$ cat src/rtl/issue_interlock.sv
module issue_interlock #(
  parameter int NREG       = 32,
  parameter int LAT_FP_FP  = 3,
  parameter int LAT_FP_ST  = 2,
  parameter int LAT_FP_INT = 3,
  parameter int LAT_LD_FP  = 1,
  parameter int LAT_LD_ST  = 0,
  parameter int LAT_LD_INT = 1,
  parameter int LAT_IN_INT = 0,
  parameter int LAT_IN_FP  = 0,
  parameter int LAT_IN_ST  = 0,
  localparam int RW = $clog2(NREG)
) (
  input  logic          clk,
  input  logic          rst_n,
  input  logic          in_valid,
  input  logic [1:0]    in_class,
  input  logic [RW-1:0] in_dst,
  input  logic          in_dst_we,
  input  logic [RW-1:0] in_src_a,
  input  logic          in_src_a_en,
  input  logic [RW-1:0] in_src_b,
  input  logic          in_src_b_en,
  output logic          out_issue,
  output logic          out_stall
);
  localparam logic [1:0] C_INT = 2'd0, C_LD = 2'd1, C_FP = 2'd2, C_ST = 2'd3;
  localparam logic [1:0] U_INT = 2'd0, U_FP = 2'd1, U_ST = 2'd2;

  localparam int D_IN0 = (LAT_IN_INT > LAT_IN_FP) ? LAT_IN_INT : LAT_IN_FP;
  localparam int D_IN  = (D_IN0 > LAT_IN_ST) ? D_IN0 : LAT_IN_ST;
  localparam int D_LD0 = (LAT_LD_INT > LAT_LD_FP) ? LAT_LD_INT : LAT_LD_FP;
  localparam int D_LD  = (D_LD0 > LAT_LD_ST) ? D_LD0 : LAT_LD_ST;
  localparam int D_FP0 = (LAT_FP_INT > LAT_FP_FP) ? LAT_FP_INT : LAT_FP_FP;
  localparam int D_FP  = (D_FP0 > LAT_FP_ST) ? D_FP0 : LAT_FP_ST;
  localparam int D_A   = (D_IN > D_LD) ? D_IN : D_LD;
  localparam int D_ALL = (D_A > D_FP) ? D_A : D_FP;
  localparam int CW    = (D_ALL < 1) ? 1 : $clog2(D_ALL + 1);

  function automatic int lat_of(input logic [1:0] p, input logic [1:0] u);
    case (p)
      C_FP:    return (u == U_FP) ? LAT_FP_FP : (u == U_ST) ? LAT_FP_ST : LAT_FP_INT;
      C_LD:    return (u == U_FP) ? LAT_LD_FP : (u == U_ST) ? LAT_LD_ST : LAT_LD_INT;
      C_INT:   return (u == U_FP) ? LAT_IN_FP : (u == U_ST) ? LAT_IN_ST : LAT_IN_INT;
      default: return 0;
    endcase
  endfunction

  function automatic int depth_of(input logic [1:0] p);
    case (p)
      C_FP:    return D_FP;
      C_LD:    return D_LD;
      C_INT:   return D_IN;
      default: return 0;
    endcase
  endfunction

  function automatic logic [CW-1:0] slack_of(input logic [1:0] p, input logic [1:0] u);
    return CW'(depth_of(p) - lat_of(p, u));
  endfunction

  logic [CW-1:0] cnt  [NREG];
  logic [1:0]    pcls [NREG];

  logic [1:0] use_a, use_b;
  assign use_a = (in_class == C_FP) ? U_FP : U_INT;
  assign use_b = (in_class == C_ST) ? U_ST : (in_class == C_FP) ? U_FP : U_INT;

  logic rdy_a, rdy_b;
  assign rdy_a = !in_src_a_en || (in_src_a == '0) ||
                 (cnt[in_src_a] <= slack_of(pcls[in_src_a], use_a));
  assign rdy_b = !in_src_b_en || (in_src_b == '0) ||
                 (cnt[in_src_b] <= slack_of(pcls[in_src_b], use_b));

  assign out_issue = in_valid && rdy_a && rdy_b;
  assign out_stall = in_valid && !(rdy_a && rdy_b);

  logic       wr_en;
  logic [CW-1:0] wr_depth;
  assign wr_en    = out_issue && in_dst_we && (in_class != C_ST);
  assign wr_depth = CW'(depth_of(in_class));

  for (genvar g = 0; g < NREG; g++) begin : g_reg
    if (g == 0) begin : g_zero
      assign cnt[g]  = '0;
      assign pcls[g] = C_INT;
    end else begin : g_live
      always_ff @(posedge clk) begin
        if (!rst_n) begin
          cnt[g]  <= '0;
          pcls[g] <= C_INT;
        end else if (wr_en && in_dst == RW'(g)) begin
          cnt[g]  <= wr_depth;
          pcls[g] <= in_class;
        end else if (cnt[g] != '0) begin
          cnt[g]  <= cnt[g] - 1'b1;
        end
      end
    end
  end
endmodule


$ cat config.mk
export PLATFORM = sky130hd
export DESIGN_NAME = issue_interlock
export DESIGN_NICKNAME = d
export VERILOG_FILES = /design/src/rtl/issue_interlock.sv
export SDC_FILE = /design/constraint.sdc
export NUM_CORES = 1
export LEC_CHECK = 0
export BUFFER_PORTS_ARGS = -buffer_cell sky130_fd_sc_hd__buf_2
export CORE_MARGIN = 4
export CORE_UTILIZATION = 30
export CTS_BUF_LIST = sky130_fd_sc_hd__clkbuf_8
export DETAILED_ROUTE_END_ITERATION = 6
export SLEW_MARGIN = 20
export SYNTH_ARGS = -nofsm -noshare
export SYNTH_HDL_FRONTEND = slang
export SYNTH_SLANG_ARGS = --single-unit
export TNS_END_PERCENT = 5
$ cat constraint.sdc
create_clock -name clk -period 10.72 [get_ports clk]
set_input_delay 2.144 -clock clk [delete_from_list [all_inputs] [get_ports clk]]
set_output_delay 2.144 -clock clk [all_outputs]
set_load 0.02 [all_outputs]
==> results.md <==
- Ys async rst share: 0%
- Yosys warns: 0
- Register bit total from synthesis: 124
- Synth top area cells: dfxtp_1, mux2i_1, mux4_2
- Remaining antenna violation count after routing: 0
- Dpl hpwl: 14.6 mm
- Synthesis-to-layout area growth: 10.4%
- Antenna diodes: 0
- Syn_nets: 891
- Dominant cell type by area after synthesis: dfxtp_1
- Fill count: 2466
- IO buf count: 24
- EDFF count, synth: 0
- Layout Nets: 891
- Sequential area share after synthesis: 33.0%
- Clk slew on worst S/H paths: 70 ps
- Iter 0 DRT Violations: 508
- Post CTS Setup Buffer Count: 0
- Root Driver: clkbuf_8
- Mean Syn Cell Area: 9.05 µm²
- Vias in the first global route: 5669
- Initial Util: 30.8%
- GR Util met3: 2.98%
- Layout cell share with drive strength beyond 1: 12.5%
- Worst Tran Pin Value: 866 ps
- Sw Pwr: 0.000646 W
- Cell-internal power: 0.00115 W
- Distinct cells, synth: 46
- Worst VDD drop: 0.0645 mV
- Largest net degree at the start of global routing: 74
- Post-CTS Hold Fix Bufs: 0
- Pwr dens: 216 nW/µm²
- Worst skew pair latency: 450 ps
- CP Capture Type: primary output
- Clock Power Share: 23.7%
- Req. time, crit path: 8580 ps
- Crit path cell chain: buf_2 -> mux4_2 -> mux4_2 -> mux2i_1 -> inv_1 -> ha_1 -> nor2_1 -> nor2_1 -> nor2_1 -> ha_1 -> nor2b_1 -> o211a_1 -> a211o_1 -> nor4_2 -> buf_4 -> and3_1 -> buf_2
- Chip Height: 166 µm
- CP max FO: 34
- GRT Overall Usage: 14.8%
- Clock Skews: 23.1 ps
- Initial antenna violation count: 0
- WP buf/inv: 4
- Final setup violating endpoints: 0
- Maxcap violations: 0
- Core ar.: 24500 µm²
- Cell Rows: 57
- RD Place Congestion: 0.926
- Via count: 5996
- Delay-heaviest family, CP: multiplexers
- Final wirelength: 20.3 mm
- Ys flop type: dfxtp_1
- Comb pwr share: 37.6%
- DRC Markers: 0
- Most frequent cell after synthesis: nand2_1
- Die area: 27700 µm²
- Post-route setup TNS: 0 ps
- Vias/cell: 5.14
- Met2 Track Usage GR: 23.3%
- CP most frequent cell: nor2_1
- Number of H-tree levels: 4
- Ports: 25
- Die span in x: 166 µm
- Max clock buf depth: 2
- Unrepaired setup endpoints after global routing: false
- Critical path type: in -> out
- Top Usage Layer GRT: met2
- Reg power frac: 38.7%
- Synth Cell Area: 7520 µm²
- Worst slew margin: 42.0%
- Final worst setup slack: 2590 ps
- Setup Slack @ Placement: 2290 ps
- First-pass GRT wire length: 32.7 mm
- CP peak stage delay: 620 ps
- Top cell type's share of synthesized area: 33.0%
- Lkg Pwr: 3.86 nW
- Final period util: 75.9%
- Endpoints failing hold: 0
- WP data arrival: 5990 ps
- Drt pass-1 iters: 5
- CP max-delay cell: buf_2
- Synth cell count leaders: nand2_1, mux2i_1, dfxtp_1
- Clk sinks: 124
- Worst Hold Class: reg -> reg
- Synthesized instance count: 831
- Area taken by multi-input logic gates: 4580 µm²
- Pins Over Slew Limit: 0
- Congestion Overflow GR: 0
- Status: finished, final reports clean
- Area after DPL: 7910 µm²
- CTS tree: yes
- Met1 Usage GRT: 20.3%
- Storage cell area: 2480 µm²
- Post-DR wirelength/cell: 17.4 µm
- Startpoint Class: input pin
- CTS Buf Count: 17
- Fmax: 123 MHz
- Post-CTS resize count: 0
- Design area: 8310 µm²
- Crit path time final: 8130 ps
- Switching share of power: 36.0%
-- final cells by class --
class | count | area share, %
multi-input combinational | 586 | 55.1
sequential | 124 | 29.9
tap | 324 | 4.88
clock buffer | 20 | 3.31
inverter | 71 | 3.21
timing repair buffer | 31 | 2.14
clock inverter | 10 | 1.51
-- logic make-up (layout without fill, tap and decap cells) --
group                    Yosys count  in the layout  synth area share [%]
AO/OA/AOI/OAI                     64             64                  5.72
XOR/XNOR                          31             31                  3.61
adder cells (fa/ha/maj)           37             37                  6.15
buffers and inverters            121            132                  6.20
flip-flops                       124            124                  33.0
multiplexers                     168            168                  28.7
other                              1              1                0.0499
AND/OR/NAND/NOR                  285            285                  16.5
-- placed cells by master (no fill, tap or decap), types with 2 or more instances in the layout --
master and count:
nand2_1 169, mux2i_1 127, dfxtp_1 124, inv_1 74, nor2_1 42, o21ai_0 39
mux4_2 38, ha_1 37, xnor2_1 31, nand4_1 23, buf_2 22, clkbuf_8 20
nand3_1 17, nor3_1 11, buf_4 9, nor2b_1 7, a22o_1 4, mux2_2 3
a311o_1 3, nand2b_1 3, nor3b_1 3, clkinv_2 3, bufinv_16 3, a211oi_1 2
a2111oi_0 2, a211o_1 2, a311oi_1 2
-- stage by stage --
stage	utilization, %	total power (W)	hold slack [ps]	instances
after detailed placement	32.3	0.00138	450	1136
after global placement	32.3	0.00135	449	1136
after floorplan	-	0.00122	436	831
after CTS	34.0	0.00181	464	1166
after global routing	34.0	0.00195	471	1166
final	34.0	0.00180	463	1166
-- path summary, 6_finish.rpt --
kind                             startpoint        end  slack, ps  cells past startpoint
worst max-delay path            in_src_b[1]  out_issue       2590                     17
worst min-delay path               pcls[38]   pcls[38]        460                      2
worst max register to register      pcls[0]    cnt[31]       6480                     15
worst min register to register     pcls[38]   pcls[38]        460                      2
-- worst min-delay path: cells and delay by family (launching register included) --
family        cells  cell delay, ps
flops             1             310
mux               1              50
simple gates      1              50
-- flip-flops by register name, indices dropped and copies added (netlist names) --
signal and cells:
cnt 62, pcls 62
-- power groups by stage --
stage	clock network (W)	registers [W]	logic, W
after floorplan	0	0.000645	0.000571
after global placement	0	0.000700	0.000650
after detailed placement	0	0.000700	0.000675
after CTS	0.000435	0.000691	0.000681
after global routing	0.000456	0.000706	0.000786
final	0.000426	0.000694	0.000676
-- layer usage --
layer | wire, µm | part of all wire, % | vias to the layer above
li1 | - | - | 2877
met1 | 9620 | 47 | 2941
met2 | 9430 | 46 | 137
met3 | 787 | 3.9 | 41
met4 | 441 | 2.2 | 0
met5 | 0 | 0 | -
Power figures use the tool's default switching activity.
